===== config.mk =====
export PLATFORM = sky130hd
export DESIGN_NAME = tag_directory
export DESIGN_NICKNAME = d
export VERILOG_FILES = /design/src/rtl/tdir_pkg.sv /design/src/rtl/tdir_way_search.sv /design/src/rtl/tdir_lru_touch.sv /design/src/rtl/tag_directory.sv
export SDC_FILE = /design/constraint.sdc
export NUM_CORES = 1
export LEC_CHECK = 0
export ABC_AREA = 1
export BUFFER_PORTS_ARGS = -buffer_cell sky130_fd_sc_hd__buf_4
export CELL_PAD_IN_SITES_DETAIL_PLACEMENT = 1
export CELL_PAD_IN_SITES_GLOBAL_PLACEMENT = 2
export CORE_UTILIZATION = 39
export DETAILED_ROUTE_END_ITERATION = 8
export GPL_TIMING_DRIVEN = 1
export PLACE_DENSITY = 0.84
export SLEW_MARGIN = 20
export SYNTH_ARGS = -nofsm -noshare
export SYNTH_HDL_FRONTEND = slang
export SYNTH_SLANG_ARGS = --single-unit

===== constraint.sdc =====
create_clock -name clk -period 6.3 [get_ports clk]
set_input_delay 0.945 -clock clk [delete_from_list [all_inputs] [get_ports clk]]
set_output_delay 0.945 -clock clk [all_outputs]
set_load 0.02 [all_outputs]

===== src/rtl/tdir_pkg.sv =====
package tdir_pkg;

    typedef enum logic [2:0] {
        OP_NONE    = 3'd0,
        OP_ACCESS  = 3'd1,
        OP_PRESENT = 3'd2,
        OP_AVAIL   = 3'd3,
        OP_ALLOC   = 3'd4,
        OP_FREE    = 3'd5,
        OP_PROBE   = 3'd6,
        OP_SETPERM = 3'd7
    } op_e;

    typedef enum logic [1:0] {
        PERM_ABSENT  = 2'd0,
        PERM_INVALID = 2'd1,
        PERM_RDONLY  = 2'd2,
        PERM_RDWR    = 2'd3
    } perm_e;

    typedef enum logic [1:0] {
        REQ_LOAD  = 2'd0,
        REQ_FETCH = 2'd1,
        REQ_STORE = 2'd2,
        REQ_RSVD  = 2'd3
    } req_e;

endpackage


===== src/rtl/tdir_way_search.sv =====
module tdir_way_search #(
    parameter int WAYS  = 4,
    parameter int TAG_W = 10,
    parameter int WAY_W = 2
) (
    input  logic [WAYS-1:0][TAG_W-1:0] set_tags,
    input  logic [WAYS-1:0][1:0]       set_perms,
    input  logic [WAYS-1:0][WAY_W-1:0] set_ranks,
    input  logic [TAG_W-1:0]           req_tag,
    output logic [WAYS-1:0]            match_vec,
    output logic                       hit,
    output logic [WAY_W-1:0]           hit_way,
    output logic [1:0]                 hit_perm,
    output logic                       free_any,
    output logic [WAY_W-1:0]           free_way,
    output logic [WAY_W-1:0]           victim_way
);
    import tdir_pkg::*;

    logic [WAYS-1:0] free_vec;

    for (genvar w = 0; w < WAYS; w++) begin : g_cmp
        assign free_vec[w]  = (set_perms[w] == PERM_ABSENT);
        assign match_vec[w] = !free_vec[w] && (set_tags[w] == req_tag);
    end

    always_comb begin
        hit_way    = '0;
        free_way   = '0;
        victim_way = '0;
        for (int w = WAYS - 1; w >= 0; w--) begin
            if (match_vec[w]) hit_way  = WAY_W'(w);
            if (free_vec[w])  free_way = WAY_W'(w);
        end
        for (int w = 0; w < WAYS; w++) begin
            if (set_ranks[w] == '0) victim_way = WAY_W'(w);
        end
    end

    assign hit      = |match_vec;
    assign free_any = |free_vec;
    assign hit_perm = set_perms[hit_way];

endmodule


===== src/rtl/tdir_lru_touch.sv =====
module tdir_lru_touch #(
    parameter int WAYS  = 4,
    parameter int WAY_W = 2
) (
    input  logic [WAYS-1:0][WAY_W-1:0] ranks,
    input  logic [WAY_W-1:0]           touch_way,
    output logic [WAYS-1:0][WAY_W-1:0] ranks_next
);
    localparam logic [WAY_W-1:0] TOP_RANK = WAY_W'(WAYS - 1);

    logic [WAY_W-1:0] touched_rank;
    assign touched_rank = ranks[touch_way];

    for (genvar w = 0; w < WAYS; w++) begin : g_rank
        always_comb begin
            if (WAY_W'(w) == touch_way) begin
                ranks_next[w] = TOP_RANK;
            end else if (ranks[w] > touched_rank) begin
                ranks_next[w] = ranks[w] - 1'b1;
            end else begin
                ranks_next[w] = ranks[w];
            end
        end
    end

endmodule


===== src/rtl/tag_directory.sv =====
module tag_directory #(
    parameter int ADDR_W   = 16,
    parameter int OFFSET_W = 4,
    parameter int SETS     = 4,
    parameter int WAYS     = 4,
    localparam int WAY_W   = $clog2(WAYS)
) (
    input  logic              clk,
    input  logic              rst_n,
    input  logic              cmd_valid,
    input  logic [2:0]        cmd,
    input  logic [ADDR_W-1:0] addr,
    input  logic [1:0]        req_kind,
    input  logic [1:0]        perm_in,
    output logic              rsp_valid,
    output logic              rsp_hit,
    output logic [WAY_W-1:0]  rsp_way,
    output logic              rsp_avail,
    output logic              rsp_err,
    output logic [ADDR_W-1:0] rsp_victim
);
    import tdir_pkg::*;

    localparam int SET_W = $clog2(SETS);
    localparam int TAG_W = ADDR_W - OFFSET_W - SET_W;

    typedef struct {
        logic [TAG_W-1:0]  tag  [SETS][WAYS];
        logic [1:0]        perm [SETS][WAYS];
        logic [WAY_W-1:0]  rank [SETS][WAYS];
        logic              r_valid;
        logic              r_hit;
        logic              r_avail;
        logic              r_err;
        logic [WAY_W-1:0]  r_way;
        logic [ADDR_W-1:0] r_victim;
    } state_t;

    state_t st_d, st_q;

    op_e              op;
    logic [SET_W-1:0] set_idx;
    logic [TAG_W-1:0] req_tag;

    assign op      = op_e'(cmd);
    assign set_idx = addr[OFFSET_W +: SET_W];
    assign req_tag = addr[ADDR_W-1 -: TAG_W];

    logic [WAYS-1:0][TAG_W-1:0] cur_tags;
    logic [WAYS-1:0][1:0]       cur_perms;
    logic [WAYS-1:0][WAY_W-1:0] cur_ranks;

    always_comb begin
        for (int w = 0; w < WAYS; w++) begin
            cur_tags[w]  = st_q.tag[set_idx][w];
            cur_perms[w] = st_q.perm[set_idx][w];
            cur_ranks[w] = st_q.rank[set_idx][w];
        end
    end

    logic [WAYS-1:0]  match_vec;
    logic             lk_hit;
    logic [WAY_W-1:0] hit_way;
    logic [1:0]       hit_perm;
    logic             free_any;
    logic [WAY_W-1:0] free_way;
    logic [WAY_W-1:0] victim_way;

    tdir_way_search #(.WAYS(WAYS), .TAG_W(TAG_W), .WAY_W(WAY_W)) u_search (
        .set_tags   (cur_tags),
        .set_perms  (cur_perms),
        .set_ranks  (cur_ranks),
        .req_tag    (req_tag),
        .match_vec  (match_vec),
        .hit        (lk_hit),
        .hit_way    (hit_way),
        .hit_perm   (hit_perm),
        .free_any   (free_any),
        .free_way   (free_way),
        .victim_way (victim_way)
    );

    logic [WAY_W-1:0]           touch_way;
    logic [WAYS-1:0][WAY_W-1:0] touched_ranks;

    assign touch_way = (op == OP_ALLOC) ? free_way : hit_way;

    tdir_lru_touch #(.WAYS(WAYS), .WAY_W(WAY_W)) u_lru (
        .ranks      (cur_ranks),
        .touch_way  (touch_way),
        .ranks_next (touched_ranks)
    );

    logic read_kind;
    assign read_kind = (req_e'(req_kind) == REQ_LOAD) || (req_e'(req_kind) == REQ_FETCH);

    always_comb begin
        st_d          = st_q;
        st_d.r_valid  = cmd_valid;
        st_d.r_hit    = 1'b0;
        st_d.r_avail  = 1'b0;
        st_d.r_err    = 1'b0;
        st_d.r_way    = '0;
        st_d.r_victim = '0;
        if (cmd_valid) begin
            st_d.r_avail = lk_hit || free_any;
            case (op)
                OP_ACCESS: begin
                    if (lk_hit) begin
                        st_d.r_way = hit_way;
                        st_d.r_hit = (hit_perm == PERM_RDWR) ||
                                     ((hit_perm == PERM_RDONLY) && read_kind);
                        for (int w = 0; w < WAYS; w++) st_d.rank[set_idx][w] = touched_ranks[w];
                    end
                end
                OP_PRESENT: begin
                    st_d.r_hit = lk_hit;
                    if (lk_hit) st_d.r_way = hit_way;
                end
                OP_ALLOC: begin
                    if (lk_hit || !free_any) begin
                        st_d.r_err = 1'b1;
                    end else begin
                        st_d.r_way                    = free_way;
                        st_d.tag[set_idx][free_way]  = req_tag;
                        st_d.perm[set_idx][free_way] = PERM_INVALID;
                        for (int w = 0; w < WAYS; w++) st_d.rank[set_idx][w] = touched_ranks[w];
                    end
                end
                OP_FREE: begin
                    if (!lk_hit) begin
                        st_d.r_err = 1'b1;
                    end else begin
                        st_d.r_way                   = hit_way;
                        st_d.perm[set_idx][hit_way] = PERM_ABSENT;
                    end
                end
                OP_PROBE: begin
                    if (free_any) begin
                        st_d.r_err = 1'b1;
                    end else begin
                        st_d.r_way    = victim_way;
                        st_d.r_victim = {cur_tags[victim_way], set_idx, {OFFSET_W{1'b0}}};
                    end
                end
                OP_SETPERM: begin
                    if (!lk_hit) begin
                        st_d.r_err = 1'b1;
                    end else begin
                        st_d.r_way                   = hit_way;
                        st_d.perm[set_idx][hit_way] = perm_in;
                    end
                end
                default: ;
            endcase
        end
    end

    always_ff @(posedge clk or negedge rst_n) begin
        if (!rst_n) begin
            for (int s = 0; s < SETS; s++) begin
                for (int w = 0; w < WAYS; w++) begin
                    st_q.tag[s][w]  <= '0;
                    st_q.perm[s][w] <= PERM_ABSENT;
                    st_q.rank[s][w] <= WAY_W'(w);
                end
            end
            st_q.r_valid  <= 1'b0;
            st_q.r_hit    <= 1'b0;
            st_q.r_avail  <= 1'b0;
            st_q.r_err    <= 1'b0;
            st_q.r_way    <= '0;
            st_q.r_victim <= '0;
        end else begin
            st_q <= st_d;
        end
    end

    assign rsp_valid  = st_q.r_valid;
    assign rsp_hit    = st_q.r_hit;
    assign rsp_way    = st_q.r_way;
    assign rsp_avail  = st_q.r_avail;
    assign rsp_err    = st_q.r_err;
    assign rsp_victim = st_q.r_victim;

endmodule


==> results.ini, run 1 <==
[yosys]
syn_avg_cell_area_sq_um = 7.15
synth-edff-count = 0
postSynthCellCount = 1889
yosys_most_used_dff = dfrtp_1
ys_async_sr_fraction_pct = 100
synth_top_cell_area_share_pct = 41.8
ys.warnings.count = 0
synthDistinctLibCells = 50
largest_cells_by_area_after_synthesis = dfrtp_1 42%, nand2_1 21%, o21ai_0 5.2%
ys_seq_elements = 242
synth.yosys.seq_area_share_pct = 45.0
synthDominantAreaCellType = dfrtp_1
post_synth_instance_area_sq_um = 13500

[routing]
ant_nets = 0
drt-wirelength-per-cell_um = 20.0
drt_drc_violations_left = 0
detail_route.iter0.violations = 856
routed-via-count = 12550
drt-vias-per-instance = 5.36
total_wirelength_mm = 46.8
firstDrtPassIters = 5

[layout]
mostFrequentLayoutCells = 769 x nand2_1, 226 x dfrtp_1, 140 x o21ai_0, 118 x nand3_1, 116 x inv_1
insertedDiodeCount = 0
layout-drive-gt1-share_pct = 9.29
layout.cells.most_common = nand2_1
fillers = 4305
final_net_count = 1903
syn_to_final_growth_pct = 10.9

[min_path]
hold_class = in2async

[clocking]
ctsRootBufferMaster = clkbuf_16
cts_num_sinks = 242
cts_inserted_buffers = 30
post-cts-setup-buffers = 0
cts_tree = done
post_cts_hold_buffer_count = 0
clock_tree.htree_level_count = 1
cts_repair_resize_count = 0
worstSkewPairLatency_ns = 0.58
cts.reportedPaths.clkPinSlew_ns = 0.06
clock_path_buffers = 3

[floorplanning]
floorplan.initialDensity_pct = 40.0
coreArea_sq_um = 33800
rows = 67
die_height_um = 188
ios = 48
fp.dieArea_sq_um = 35400
fp.dieW_um = 188

[status]
run_status = finished, final reports clean

[timing]
max_freq_ghz = 0.197
hold_slack_ns = 0.370
grt_setup_unrepaired = no
post-route-min-period_ns = 5.08
timing_worst_slew_pin_value_ns = 0.982
skew_ns = 0.00956
setup-violations-final = 0
report.final.hold_viol_count = 0
finalCritPeriodShare_pct = 80.7
relSlewSlack_pct = 34.5
totalNegativeSetupSlack_ns = 0
slew_violations = 0

[critical_path]
max_stage_delay_ns = 0.67
crit_slowest_cell = a221oi_1
critPathMostFrequentCell = nand2_1
crit_path_max_fanout = 41
setup.worst_path.start_class = input port
critPathArrivalTime_ns = 5.59
critical_path.endpoint_type = flop
r2r_setup_slack_ns = 2.23
worstPathRequired_ns = 6.81
type_of_the_worst_setup_path = in2reg

[run]
maxCapViolations = 0

[global_routing]
all_layer_global_routing_usage_pct = 26.9
grt_first_pass_wirelength_mm = 74.3
grt_start_max_net_pins = 149
number_of_global_route_vias_before_repair = 12793
antenna_found_initial = 0
grt_total_ovfl = 0

[placement]
numPortBuffers = 38
hpwl_dp_mm = 31.9
routability_driven_placement_congestion_ratio = 0.918

[power_and_ir_drop]
vdd.ir_drop.worst_mv = 0.203
cell_leakage_power_nw = 7.46
cell_pwr_density_nw_per_um2 = 336

## Yosys cell counts (4+ instances only)
| cell type | n |
|---|---|
| a21oi_1 | 31 |
| a21oi_2 | 5 |
| a221oi_1 | 4 |
| a22o_1 | 9 |
| a22oi_1 | 18 |
| and2_1 | 5 |
| buf_2 | 41 |
| buf_4 | 25 |
| buf_6 | 4 |
| clkbuf_1 | 49 |
| dfrtp_1 | 226 |
| dfstp_2 | 16 |
| ha_1 | 7 |
| inv_1 | 116 |
| inv_2 | 8 |
| nand2_1 | 769 |
| nand2_2 | 7 |
| nand3_1 | 118 |
| nand3_2 | 10 |
| nand4_1 | 12 |
| nor2_1 | 110 |
| nor2_2 | 8 |
| nor3_1 | 12 |
| o211ai_1 | 19 |
| o21ai_0 | 140 |
| o21ai_1 | 81 |
| o22ai_1 | 12 |
## where the power goes
| part | switching, W | total [W] | internal (W) |
|---|---|---|---|
| clock network | 0.000706 | 0.00175 | 0.00105 |
| registers | 0.000150 | 0.00199 | 0.00184 |
| logic | 0.000859 | 0.00128 | 0.000423 |
| total | 0.00171 | 0.00503 | 0.00332 |
## critical path, delay by kind of cell
family / cells / cell delay, ns
adders and majority gates: 1 / 0.37
buffers and inverters: 4 / 0.86
AOI/OAI and AO/OA: 3 / 1.12
and+or+nand+nor: 21 / 2.27
## sequential cells by signal (all words and copies together) (netlist names)
| signal | count |
|---|---|
| rsp_avail | 1 |
| rsp_victim | 12 |
| rsp_hit | 1 |
| rsp_valid | 1 |
| rsp_way | 2 |
| rsp_err | 1 |
| st_q | 224 |
## routing by layer
metal / share of wire [%] / track usage, % / wire [um]
met1: 49 / 39.0 / 23000
met2: 45 / 43.3 / 21200
met3: 3.4 / 2.75 / 1590
met4: 1.9 / 6.10 / 906
met5: 0 / 0 / 0
## path summary, 6_finish.rpt
kind                                  end  cells after the start      start
worst max-delay path             st_q[45]                     29    addr[5]
worst min register to register   st_q[50]                      2   st_q[50]
max in group asynchronous        st_q[59]                      2      rst_n
min in group clk                 st_q[50]                      2   st_q[50]
worst min-delay path            st_q[219]                      1      rst_n
worst max register to register   st_q[45]                     27  st_q[173]
## area by class of cell
| cell class | instances | area [sq um] | share of cell area [%] |
|---|---|---|---|
| Clock buffer | 43 | 881 | 5.88 |
| Clock inverter | 13 | 126 | 0.843 |
| Inverter | 125 | 469 | 3.13 |
| Multi-Input combinational cell | 1405 | 6360 | 42.4 |
| Sequential cell | 242 | 6080 | 40.5 |
| Tap cell | 448 | 561 | 3.74 |
| Timing Repair Buffer | 66 | 515 | 3.44 |
## metrics by stage
stage / power, W / area [sq um] / worst slack (ns) / utilization, % / instances
after CTS: 0.00507 / 15000 / 1.28 / 44.4 / 2342
after global placement: 0.00324 / 14000 / 0.805 / 41.4 / 2286
after detailed placement: 0.00329 / 14000 / 0.679 / 41.4 / 2286
final: 0.00503 / 15000 / 1.22 / 44.4 / 2342
after floorplan: 0.00287 / 13500 / 2.43 / - / 1892
after global routing: 0.00533 / 15000 / 0.803 / 44.4 / 2342
## logic make-up after synthesis
group	after synthesis	share of synthesized area (%)
AOI/OAI and AO/OA	337	14.4
buffers and inverters	245	8.10
DFF	242	45.0
and+or+nand+nor	1055	31.8
other	1	0.0277
xor gates and xnor gates	2	0.130
adders and majority gates	7	0.648
Power figures use the tool's default switching activity.
==> run 2, diff against run 1 <==
- ABC_AREA: 1 -> 0
- PLACE_DENSITY: 0.84 -> 0.75
- clock period: 6.3 -> 4.6 ns (I/O delays scaled with it)
==> results.ini, run 2 <==
[status]
run_status = finished, final reports clean

[critical_path]
critPathArrivalTime_ns = 4.63  ; -0.96 ns
setup.worst_path.start_class = input port
critical_path.endpoint_type = flop
worstPathCellList = buf_4, buf_4, mux4_2, xnor2_1, buf_4, nand4_1, nor3_1, buf_4, o21ai_0, o21a_1, nor2_1, a21oi_1, buf_4, ha_1, nor2_1, o32a_1, o21ai_1, mux2_2
type_of_the_worst_setup_path = in2reg
crit_path_max_fanout = 9  ; -78%
worstPathRequired_ns = 5.04  ; -1.77 ns
crit_slowest_cell = mux4_2
max_stage_delay_ns = 0.54  ; -0.13 ns
critPathMostFrequentCell = buf_4

[timing]
setup-violations-final = 0  ; unchanged
report.final.hold_viol_count = 0  ; unchanged
max_freq_ghz = 0.239
slew_violations = 0  ; unchanged
relSlewSlack_pct = 36.8  ; +2.3 points
skew_ns = 0.0190  ; +0.00941 ns
finalCritPeriodShare_pct = 91.1
grt_setup_unrepaired = no
hold_slack_ns = 0.227  ; -0.143 ns
timing.final.ws_setup_ns = 0.410  ; -0.807 ns
timing_worst_slew_pin_value_ns = 0.948  ; -0.0340 ns
post-route-min-period_ns = 4.19
totalNegativeSetupSlack_ns = 0  ; unchanged

[global_routing]
grt_total_ovfl = 0  ; unchanged
grt_start_max_net_pins = 121  ; -19%
antenna_found_initial = 0  ; unchanged
number_of_global_route_vias_before_repair = 9600  ; -25%
all_layer_global_routing_usage_pct = 22.2  ; -4.7 points
grt_first_pass_wirelength_mm = 57.3  ; -23%

[yosys]
ys_async_sr_fraction_pct = 100  ; unchanged
ys_seq_elements = 242  ; unchanged
post_synth_most_frequent_cells = 226 x dfrtp_1, 183 x mux2_2, 68 x nor2_1, 59 x a21oi_1, 58 x nand2_1
synthDominantAreaCellType = dfrtp_1
synthMostInstantiatedCell = dfrtp_1
ys.warnings.count = 0  ; unchanged
post_synth_instance_area_sq_um = 12800  ; -5.3%
synth_top_cell_area_share_pct = 44.2  ; +2.3 points
synthDistinctLibCells = 73  ; +46%
synth-edff-count = 0  ; unchanged
synth.yosys.seq_area_share_pct = 47.4  ; +2.5 points
largest_cells_by_area_after_synthesis = dfrtp_1 44%, mux2_2 16%, mux4_2 8.3%
yosys_most_used_dff = dfrtp_1
postSynthCellCount = 1067  ; -44%
syn_avg_cell_area_sq_um = 12.0  ; +68%

[layout]
insertedDiodeCount = 0  ; unchanged
regArea_sq_um = 6080  ; unchanged
mostFrequentLayoutCells = 226 x dfrtp_1, 183 x mux2_2, 132 x buf_4, 68 x nor2_1, 59 x a21oi_1
fin_area_sq_um = 15000  ; -0.22%
syn_to_final_growth_pct = 16.8
number_of_flip_flops_under_the_largest_register_name = 224  ; unchanged
fillers = 3358  ; -22%
combined_area_of_the_multi_input_logic_cells_sq_um = 6180  ; -2.8%
final_net_count = 1183  ; -38%
layout-drive-gt1-share_pct = 38.9  ; +30 points
layout.cells.most_common = dfrtp_1
max_flop_register = st_q

[routing]
detail_route.iter0.violations = 483  ; -44%
drt-vias-per-instance = 5.54  ; +3.3%
ant_nets = 0  ; unchanged
drt-wirelength-per-cell_um = 22.2  ; +11%
routed-via-count = 8895  ; -29%
firstDrtPassIters = 4  ; -1
drt_drc_violations_left = 0  ; unchanged
total_wirelength_mm = 35.7  ; -24%

[run]
maxCapViolations = 0  ; unchanged

[clocking]
cts_num_sinks = 242  ; unchanged
clock_path_buffers = 3  ; unchanged
clock_tree.htree_level_count = 1  ; unchanged
cts_tree = done
cts.reportedPaths.clkPinSlew_ns = 0.06  ; about the same
worstSkewPairLatency_ns = 0.56  ; -0.02 ns
post_cts_hold_buffer_count = 0  ; unchanged
post-cts-setup-buffers = 0  ; unchanged
cts_inserted_buffers = 29  ; -3.3%
ctsRootBufferMaster = clkbuf_16
cts_repair_resize_count = 0  ; unchanged

[placement]
routability_driven_placement_congestion_ratio = 0.827  ; -9.9%
numPortBuffers = 38  ; unchanged
hpwl_dp_mm = 24.6  ; -23%
place_ws_ns = -0.162  ; -0.841 ns
placedInstanceArea_sq_um = 14000  ; about the same

[floorplanning]
fp.dieArea_sq_um = 33600  ; -5.2%
rows = 65  ; -3.0%
die_height_um = 183  ; -2.6%
floorplan.initialDensity_pct = 40.1  ; +0.057 points
fp.dieW_um = 183  ; -2.6%
coreArea_sq_um = 32000  ; -5.4%
ios = 48  ; unchanged

[power_and_ir_drop]
total_power_w = 0.00644  ; +28%
cell_leakage_power_nw = 6.82  ; -8.6%
vdd.ir_drop.worst_mv = 0.292  ; +44%
cell_pwr_density_nw_per_um2 = 431  ; +28%

[min_path]
hold_class = in2async

run 2: cell count changes in the layout (fill, tap and decap cells not counted), moves of 76 or more:
cell / previous run / this run
inv_1: 116 / 16
mux2_2: 0 / 183
nand2_1: 769 / 58
nand3_1: 118 / 22
o21ai_0: 140 / 37
o21ai_1: 81 / 5
run 2: cell type report:
cell class	count	share of cell area, %
tap	435	3.64
timing repair buffer	138	7.40
clock buffer	38	5.48
multi-input combinational	722	41.3
clock inverter	15	1.10
sequential	242	40.6
inverter	17	0.427
run 2: per-stage QoR:
step | utilization, % | std cells
3_5_place_dp | 43.7 | 1554
6_report | 46.8 | 1607
3_3_place_gp | 43.7 | 1554
5_1_grt | 46.8 | 1607
2_1_floorplan | - | 1070
4_1_cts | 46.8 | 1607
run 2: logic make-up (layout without fill, tap and decap cells):
kind of cell	count (synthesis)	count (layout)	synth area share [%]
adder cells (fa/ha/maj)	7	7	0.684
multiplexers	269	269	27.5
AO/OA/AOI/OAI	174	174	8.79
buffers and inverters	106	208	4.38
other	1	4	0.0293
AND/OR/NAND/NOR	227	227	8.34
XOR/XNOR	41	41	2.80
flip-flops	242	242	47.4
run 2: per-layer routing:
metal | vias up | track usage [%] | share of wire (%) | routed length (um)
li1 | 4050 | - | - | -
met1 | 4657 | 30.2 | 45 | 16100
met2 | 139 | 37.6 | 49 | 17600
met3 | 49 | 2.52 | 3.2 | 1150
met4 | 0 | 5.97 | 2.4 | 842
met5 | - | 0 | 0 | 0
run 2: worst paths after layout:
check	from	endpoint	depth (start not counted)	slack [ns]
worst min-delay path	rst_n	st_q[44]	1	0.23
worst min register to register	st_q[236]	st_q[236]	2	0.48
max in group asynchronous	rst_n	st_q[49]	2	3.28
worst max register to register	st_q[155]	st_q[35]	15	0.51
min in group clk	cmd_valid	rsp_valid	1	0.34
worst max-delay path	addr[4]	st_q[35]	18	0.41
run 2: worst max-delay path: cells and delay by family:
| kind | cells | cell delay [ns] |
|---|---|---|
| adders and majority gates | 1 | 0.28 |
| and+or+nand+nor | 4 | 0.72 |
| muxes | 2 | 0.83 |
| buffers and inverters | 5 | 0.99 |
| AOI/OAI and AO/OA | 5 | 0.79 |
| xor gates and xnor gates | 1 | 0.30 |
run 2: where the power goes:
group / switching [W] / internal, W / leakage [nW] / total [W]
clock: 0.000946 / 0.00142 / 0.483 / 0.00236
combinational: 0.000881 / 0.000644 / 3.11 / 0.00153
sequential: 0.000133 / 0.00242 / 3.22 / 0.00255
total: 0.00196 / 0.00448 / 6.82 / 0.00644
